File: src/rtl/iqf_pkg.sv
package iqf_pkg;
  timeunit 1ns;
  timeprecision 1ps;

  localparam int unsigned IQF_WORD_W   = 12;
  localparam int unsigned IQF_SYNC_DEP = 2;

  typedef enum logic {
    PH_I = 1'b0,
    PH_Q = 1'b1
  } iqf_phase_e;
endpackage

File: src/rtl/iqf_sampler.sv
module iqf_sampler
  import iqf_pkg::*;
#(
  parameter int unsigned DW          = IQF_WORD_W,
  parameter int unsigned SYNC_STAGES = IQF_SYNC_DEP
) (
  input  logic          clk,
  input  logic          rst_ni,
  input  logic          dclk_i,
  input  logic          dual_i,
  input  logic [DW-1:0] a_i,
  input  logic [DW-1:0] b_i,
  input  logic          bypass_i,
  input  logic          fall_i,
  output logic          edge_o,
  output logic          dual_o,
  output logic [DW-1:0] a_o,
  output logic [DW-1:0] b_o
);
  timeunit 1ns;
  timeprecision 1ps;

  localparam int unsigned SW   = 2 * DW + 2;
  localparam int unsigned LAST = SYNC_STAGES - 1;

  // Each stage holds {clock level, bus mode, bus a, bus b}
  logic [SYNC_STAGES-1:0][SW-1:0] stg_q;
  logic [SW-1:0]                  sel;
  logic                           sel_ck;
  logic                           prev_q;

  always_ff @(posedge clk or negedge rst_ni) begin
    if (!rst_ni) stg_q[0] <= '0;
    else         stg_q[0] <= {dclk_i, dual_i, a_i, b_i};
  end

  generate
    for (genvar k = 1; k < SYNC_STAGES; k++) begin : g_sync
      always_ff @(posedge clk or negedge rst_ni) begin
        if (!rst_ni) stg_q[k] <= '0;
        else         stg_q[k] <= stg_q[k-1];
      end
    end
  endgenerate

  always_comb begin
    sel    = bypass_i ? stg_q[0] : stg_q[LAST];
    sel_ck = sel[SW-1];
    dual_o = sel[SW-2];
    a_o    = sel[2*DW-1:DW];
    b_o    = sel[DW-1:0];
    edge_o = fall_i ? (prev_q & ~sel_ck) : (~prev_q & sel_ck);
  end

  always_ff @(posedge clk or negedge rst_ni) begin
    if (!rst_ni) prev_q <= 1'b0;
    else         prev_q <= sel_ck;
  end

  // an accepted edge cannot repeat in the following cycle
  p_edge_gap_r2: assert property (@(posedge clk) disable iff (!rst_ni)
    edge_o |=> !edge_o);
endmodule

File: src/rtl/iqf_demux.sv
module iqf_demux
  import iqf_pkg::*;
#(
  parameter int unsigned DW = IQF_WORD_W
) (
  input  logic          clk,
  input  logic          rst_ni,
  input  logic          edge_i,
  input  logic          dual_i,
  input  logic [DW-1:0] a_i,
  input  logic [DW-1:0] b_i,
  input  logic          offset_i,
  output logic [DW-1:0] i_o,
  output logic [DW-1:0] q_o,
  output logic          vld_o
);
  timeunit 1ns;
  timeprecision 1ps;

  function automatic logic [DW-1:0] to_twos(input logic [DW-1:0] w, input logic ob);
    return ob ? {~w[DW-1], w[DW-2:0]} : w;
  endfunction

  iqf_phase_e    phase_q, phase_d, ph_eff;
  logic          dual_q;
  logic          realign;
  logic [DW-1:0] hold_q, hold_d;
  logic [DW-1:0] i_q, q_q, i_d, q_d;
  logic          vld_q, vld_d;

  always_comb begin
    realign = (dual_i != dual_q);
    ph_eff  = realign ? PH_I : phase_q;
    phase_d = ph_eff;
    hold_d  = hold_q;
    i_d     = i_q;
    q_d     = q_q;
    vld_d   = 1'b0;
    if (edge_i) begin
      if (dual_i) begin
        i_d     = to_twos(a_i, offset_i);
        q_d     = to_twos(b_i, offset_i);
        vld_d   = 1'b1;
        phase_d = PH_I;
      end else if (ph_eff == PH_I) begin
        hold_d  = to_twos(a_i, offset_i);
        phase_d = PH_Q;
      end else begin
        i_d     = hold_q;
        q_d     = to_twos(a_i, offset_i);
        vld_d   = 1'b1;
        phase_d = PH_I;
      end
    end
  end

  always_ff @(posedge clk or negedge rst_ni) begin
    if (!rst_ni) begin
      phase_q <= PH_I;
      dual_q  <= 1'b0;
      hold_q  <= '0;
      i_q     <= '0;
      q_q     <= '0;
      vld_q   <= 1'b0;
    end else begin
      phase_q <= phase_d;
      dual_q  <= dual_i;
      vld_q   <= vld_d;
      if (edge_i) hold_q <= hold_d;
      if (vld_d) begin
        i_q <= i_d;
        q_q <= q_d;
      end
    end
  end

  assign i_o   = i_q;
  assign q_o   = q_q;
  assign vld_o = vld_q;

  // a pair only follows an accepted data clock edge
  p_vld_from_edge_r2: assert property (@(posedge clk) disable iff (!rst_ni)
    vld_o |-> $past(edge_i));
  // the strobe lasts one cycle
  p_vld_single_r10: assert property (@(posedge clk) disable iff (!rst_ni)
    vld_o |=> !vld_o);
  // an edge on separate buses yields a pair at once
  p_dual_pair_r5: assert property (@(posedge clk) disable iff (!rst_ni)
    (edge_i && dual_i) |=> vld_o);
  // offset binary flips the top bit
  p_offset_msb_r6: assert property (@(posedge clk) disable iff (!rst_ni)
    (edge_i && dual_i && offset_i) |=> (i_o[DW-1] != $past(a_i[DW-1])));
  // a mode change without an edge restarts at in-phase
  p_realign_idle_r8: assert property (@(posedge clk) disable iff (!rst_ni)
    (realign && !edge_i) |=> (phase_q == PH_I));
  // a mode change on a shared-bus edge takes that word as in-phase
  p_realign_edge_r8: assert property (@(posedge clk) disable iff (!rst_ni)
    (realign && edge_i && !dual_i) |=> (phase_q == PH_Q && !vld_o));
endmodule

File: src/rtl/iq_input_formatter.sv
module iq_input_formatter
  import iqf_pkg::*;
#(
  parameter int unsigned DATA_W      = IQF_WORD_W,
  parameter int unsigned SYNC_STAGES = IQF_SYNC_DEP
) (
  input  logic              clk,
  input  logic              rst_n,
  input  logic              dclk,
  input  logic [DATA_W-1:0] bus_a,
  input  logic [DATA_W-1:0] bus_b,
  input  logic              cfg_offset_bin,
  input  logic              cfg_dual_port,
  input  logic              cfg_fall_edge,
  input  logic              cfg_sync_bypass,
  input  logic              cfg_dclk_out,
  output logic [DATA_W-1:0] iq_i,
  output logic [DATA_W-1:0] iq_q,
  output logic              iq_valid,
  output logic              dclk_dir
);
  timeunit 1ns;
  timeprecision 1ps;

  logic [1:0]        rst_sync_q;
  logic              rst_s;
  logic              smp_edge;
  logic              smp_dual;
  logic [DATA_W-1:0] smp_a, smp_b;
  logic              dir_q;

  // Asynchronous assertion, synchronous release
  always_ff @(posedge clk or negedge rst_n) begin
    if (!rst_n) rst_sync_q <= 2'b00;
    else        rst_sync_q <= {rst_sync_q[0], 1'b1};
  end
  assign rst_s = rst_sync_q[1];

  iqf_sampler #(
    .DW          (DATA_W),
    .SYNC_STAGES (SYNC_STAGES)
  ) u_sampler (
    .clk      (clk),
    .rst_ni   (rst_s),
    .dclk_i   (dclk),
    .dual_i   (cfg_dual_port),
    .a_i      (bus_a),
    .b_i      (bus_b),
    .bypass_i (cfg_sync_bypass),
    .fall_i   (cfg_fall_edge),
    .edge_o   (smp_edge),
    .dual_o   (smp_dual),
    .a_o      (smp_a),
    .b_o      (smp_b)
  );

  iqf_demux #(
    .DW (DATA_W)
  ) u_demux (
    .clk      (clk),
    .rst_ni   (rst_s),
    .edge_i   (smp_edge),
    .dual_i   (smp_dual),
    .a_i      (smp_a),
    .b_i      (smp_b),
    .offset_i (cfg_offset_bin),
    .i_o      (iq_i),
    .q_o      (iq_q),
    .vld_o    (iq_valid)
  );

  always_ff @(posedge clk or negedge rst_s) begin
    if (!rst_s) dir_q <= 1'b0;
    else        dir_q <= cfg_dclk_out;
  end
  assign dclk_dir = dir_q;

  // direction flag follows its configuration bit by one cycle
  p_dir_follow_r9: assert property (@(posedge clk) disable iff (!rst_s)
    rst_s |=> (dclk_dir == $past(cfg_dclk_out)));
  // nothing is emitted while the internal reset holds
  p_quiet_reset_r1: assert property (@(posedge clk)
    !rst_s |-> !iq_valid);
endmodule

File: config.mk
export PLATFORM = sky130hd
export DESIGN_NAME = iq_input_formatter
export DESIGN_NICKNAME = d
export VERILOG_FILES = /design/src/rtl/iqf_pkg.sv /design/src/rtl/iqf_sampler.sv /design/src/rtl/iqf_demux.sv /design/src/rtl/iq_input_formatter.sv
export SDC_FILE = /design/constraint.sdc
export NUM_CORES = 1
export LEC_CHECK = 0
export ABC_CLOCK_PERIOD_IN_PS = 2600
export BUFFER_PORTS_ARGS = -buffer_cell sky130_fd_sc_hd__buf_2
export CAP_MARGIN = 30
export CORE_UTILIZATION = 33
export DETAILED_ROUTE_END_ITERATION = 7
export GPL_TIMING_DRIVEN = 1
export PLACE_DENSITY = 0.54
export SLEW_MARGIN = 0
export SYNTH_ARGS = -nofsm -noshare
export SYNTH_HDL_FRONTEND = slang
export SYNTH_HIERARCHICAL = 1
export SYNTH_SLANG_ARGS = --single-unit
File: constraint.sdc
create_clock -name clk -period 2.6 [get_ports clk]
set_input_delay 0.13 -clock clk [delete_from_list [all_inputs] [get_ports clk]]
set_output_delay 0.13 -clock clk [all_outputs]
set_load 0.02 [all_outputs]
# After elaboration in Yosys (flattened, before gate mapping)

Cells that the tools add are included.

Register bits: 95
Latch bits: 0
RAM bits: 0
Memory bits (read-only): 0
Output and inout bits: 26
Logic and storage cells: 38
Memories: 0

Add/subtract/negate cells: 0
Multipliers: 0
Div/mod/pow operators: 0
$lt $le $gt $ge: 0
Eq/ne operators: 1
Shifts and indexed selects: 0
Multiplexer cells: 15
Bitwise gates (word level): 8
Reductions and logical operators: 3

Operators by type and width:

| kind               | count |
|---|---|
| $mux W12           | 6 |
| $mux W26           | 1 |
| $mux W1            | 8 |
| $not A1 Y1         | 6 |
| $reduce_and A3 Y1  | 2 |
| $and A1 B1 Y1      | 2 |
| $reduce_bool A2 Y1 | 1 |
| $ne A1 B1 Y1       | 1 |

# Logic depth before layout (Yosys ltp)

Word-level depth: 7
Mapped depth: 7

# By module

Netlist, hierarchy kept.

By module, submodules not included:

| module             | times used | cells an instance | area an instance (um^2) | sequential area each (um^2) |
|---|---|---|---|---|
| iqf_demux          | 1          | 119               | 1,870.5                 | 975.9 |
| iqf_sampler        | 1          | 109               | 1,853.0                 | 1,326.3 |
| iq_input_formatter | 1          | 4                 | 78.8                    | 75.1 |

# Worst setup path before layout

No wires, ideal clock.

Path kind: reg-to-reg
Start: register u_sampler.prev_q
End: register u_demux.hold_q[11]
Setup time: 125 ps
Arrival time: 1,745 ps
Required time: 2,475 ps
Setup slack: 730 ps
Cell stages (with the launch flop): 7
Path buffers: 1
Clock period less this slack: 1,870 ps
Cell sequence: dfrtp_1 > or2_2 > mux2i_1 > nor2b_1 > nor2b_2 > buf_4 > mux2_2

Word-level cells in the longest chain between the ends: 4
Elaborated cells between the ends (all ways): 5
Those cells by class: mux (1); bitwise (3); reduce/logical (1)

Ends and longest elaborated chain:

| element                              | RTL line                 | source |
|---|---|---|
| start: declaration                   | iqf_sampler.sv:30        | `logic prev_q;` |
| start signal: assignment             | iqf_sampler.sv:57        | `else prev_q <= sel_ck;` |
| $not A1 Y1                           | iqf_sampler.sv:52        | `edge_o = fall_i ? (prev_q & ~sel_ck) : (~prev_q & sel_ck);` |
| $and A1 B1 Y1                        | iqf_sampler.sv:52        |  |
| $mux W1 *                            | iqf_sampler.sv:52        |  |
| net smp_edge                         | iq_input_formatter.sv:27 | `logic smp_edge;` |
| $reduce_and A3 Y1 (no source line) * | -                        |  |
| end signal: assignment               | iqf_demux.sv:69          | `if (edge_i) hold_q <= hold_d;` |
| end: declaration                     | iqf_demux.sv:27          | `logic [DW-1:0] hold_q, hold_d;` |

Mark *: on every way through the listed nets, which the timed path passes. The rest lies on a longest branch.
A chain may end at the register's enable or synchronous reset.

# Worst setup path in the final report

Start: register u_sampler.prev_q
End: register u_demux.q_q[1], in the netlist u_demux/q_o[1]

Word-level cells in the longest chain between the ends: 5
Elaborated cells between the ends (all ways): 6
Those cells by class: mux (2); bitwise (3); reduce/logical (1)

Ends and longest elaborated chain:

| element                              | RTL line                 | source |
|---|---|---|
| $not A1 Y1                           | iqf_sampler.sv:52        |  |
| $and A1 B1 Y1                        | iqf_sampler.sv:52        |  |
| $mux W1 *                            | iqf_sampler.sv:52        |  |
| net smp_edge                         | iq_input_formatter.sv:27 |  |
| $mux W1                              | iqf_demux.sv:39          | `if (edge_i) begin` |
| $reduce_and A3 Y1 (no source line) * | -                        |  |
| end signal: assignment               | iqf_demux.sv:72          | `q_q <= q_d;` |
| end: declaration                     | iqf_demux.sv:28          | `logic [DW-1:0] i_q, q_q, i_d, q_d;` |

Marks and branches as above.

==> results.txt <==
post-layout util: 42.6%
reg-to-reg startpoint: u_sampler/prev_q
die height: 109 µm
Initial Util: 34.5%
routed wire length per instance: 14.4 µm
R2R cell count: 5
CTS Buf Count: 9
slew margin rel.: 54.9%
Max clock buf depth: 2
end of the critical path: u_demux/q_o[1]
Final setup violation count: 0
Die X: 109 µm
WHS: 0.0959 ns
Post-Route Skew: 0.00817 ns
Site Rows: 38
Post-DP HPWL: 4.16 mm
CP arrival: 2.30 ns
distinct cell type count after synthesis: 22
Placeable Area: 0.0110 mm²
total global routing overflow: 0
register area share after synthesis: 62.5%
largest net degree at the start of global routing: 53
Vias/cell: 4.27
Cells after Synth: 232
worst setup path startpoint: u_sampler/prev_q
flop2flop setup slack: 0.52 ns
RSZ-0062 raised after global routing: false
required time worst endpoint: 2.82 ns
sum of negative setup slack: 0 ns
MaxCap Viol Count: 0
worst-path cell chain: or2_2 > mux2i_1 > o21a_2 > buf_4 > mux2_4
die area: 0.0120 mm²
Layout Nets: 332
first-pass GRT wire length: 10.4 mm
vias in the first global route: 2036
Antenna diodes: 0
CP startpoint kind: flop
Avg Inst Size Synth: 16.4 µm²
fill count: 1021
drt first-iter violations: 48
routability cong.: 0.682
Total Routing Usage GR: 12.0%
antenna violations before repair: 0
Final period util: 79.9%
Levels on crit path: 5
CP bufs+invs: 1
Crit path max-delay family: multiplexers
fmax: 0.481 GHz
syn_nets: 264
antenna-violating nets left: 0
clock slew at reported path FFs: 0.06 ns
Num Clock Sinks: 95
# H-tree levels: 3
post-route setup slack: 0.523 ns
layout cells sized above 1: 53.4%
P_leak: 2.12 nW
Pins Over Slew Limit: 0
R2R Path End: u_demux/q_o[1]
post-route cell area: 0.00470 mm²
Hold WC Path Type: input port to asynchronous set/reset pin
io pins: 58
CP Capture Type: flop
Worst path max stage delay: 0.44 ns
maximum vdd ir drop: 0.536 mV
Fin. Hold Viols: 0
via count: 1898
Syn. warnings: 6
Layout area overhead: 23.5%
slew at the pin closest to its max-slew limit: 0.677 ns
Placed Area: 0.00407 mm²
Setup Crit Path Kind: flop to flop
post-place setup slack: 0.443 ns
Port Buffers: 57
Clock Latency Late Sink: 0.34 ns
Post-Syn Area: 0.00380 mm²
drt first pass iters: 4
Clock Tree Root: clkbuf_16
Routed Wire Length: 6.41 mm
Crit Path Max Fanout: 10
Post-route DRC: 0
CP max-delay cell: o21a_2
synthesized flop and latch total: 95
CTS tree: built
status: completed
power density over cell area: 937 mW/mm²
crit path time final: 2.08 ns
[Yosys cell counts, drive strengths merged]
library cell	count	area, µm²
mux2	83	1010
or2	1	6.26
o21a	1	7.51
buf	34	273
nor3b	1	7.51
xor2	1	8.76
mux2i	4	40.0
nor2b	3	28.8
o21ai	2	10.0
xnor2	1	8.76
a21oi	1	5.00
conb	1	3.75
and3b	1	8.76
inv	2	7.51
nand2	1	3.75
dfrtp	95	2380
[worst min path at each step]
stage	from	to	depth (start not counted)
2_1_floorplan	rst_n	rst_sync_q[0]	0
3_3_place_gp	rst_n	rst_sync_q[0]	1
3_5_place_dp	rst_n	rst_sync_q[0]	1
4_1_cts	rst_n	rst_sync_q[1]	2
5_1_grt	rst_n	rst_sync_q[1]	2
6_report	rst_n	rst_sync_q[1]	2
[area by class of cell]
class,instances,area (µm²),share of cell area (%)
clock buffers,13,260,5.54
clock inverters,3,90.1,1.92
inverters,2,7.51,0.160
multi-input cells,101,1150,24.4
flip-flops and latches,95,2380,50.7
well taps,140,175,3.73
repair buffers,91,636,13.5
[what timing repair did]
item | in CTS | in global routing
gates resized for setup | 0 | 0
endpoints found under the hold margin | 29 | 0
buffers inserted | 0 | 0
hold buffers | 28 | 0
[report_power, final]
part	switching, mW	total [mW]	internal [mW]
clock	0.516	1.51	0.993
combinational	0.454	0.964	0.510
sequential	0.162	1.92	1.76
total	1.13	4.40	3.27
[routing by layer]
metal	vias up	share of wire [%]	global-route usage, %
met5	-	0	0
met4	0	0.51	3.14
li1	903	-	-
met3	4	5.3	5.39
met1	945	47	15.1
met2	46	47	18.8
[layout by cell type, fill, tap and decap left out]
cell | synthesis | final
mux2i_1 | 4 | 4
mux2_4 | 19 | 19
xnor2_1 | 1 | 1
dfrtp_4 | 0 | 1
and3b_1 | 1 | 1
xor2_1 | 1 | 1
mux2_1 | 2 | 2
o21ai_0 | 2 | 2
a21oi_1 | 1 | 1
dfrtp_1 | 95 | 94
clkbuf_1 | 0 | 2
mux2_2 | 62 | 62
clkbuf_16 | 0 | 9
bufinv_16 | 0 | 3
inv_1 | 2 | 2
clkbuf_8 | 0 | 2
o21a_2 | 0 | 1
nor2b_1 | 1 | 1
nor3b_1 | 1 | 1
buf_12 | 0 | 2
or2_2 | 1 | 1
nor2b_4 | 1 | 1
nor2b_2 | 1 | 1
nand2_1 | 1 | 1
buf_2 | 2 | 57
buf_4 | 26 | 4
dlygate4sd3_1 | 0 | 28
conb_1 | 1 | 1
[kinds of logic (layout without fill, tap and decap cells)]
kind of cell	Yosys count	in the layout	synth area share, %
flops	95	95	62.5
mux	87	87	27.5
buf+inv	36	109	7.37
simple gates	7	7	1.45
compound gates	4	4	0.592
xor+xnor	2	2	0.461
other cells	1	1	0.0986
[registers in the layout (all words and copies together) (netlist names)]
register / cells
dclk_dir: 1
rst_sync_q: 2
u_demux/dual_q: 1
u_demux/hold_q: 12
u_demux/i_o: 12
u_demux/phase_q: 1
u_demux/q_o: 12
u_demux/vld_o: 1
u_sampler/prev_q: 1
u_sampler/stg_q: 52
[stage by stage]
stage	power (mW)	instances
2_1_floorplan	2.63	232
3_5_place_dp	2.90	401
4_1_cts	4.47	445
6_report	4.40	445
3_3_place_gp	2.89	401
5_1_grt	4.63	445
Note: power is estimated with default switching activity, not from simulation.
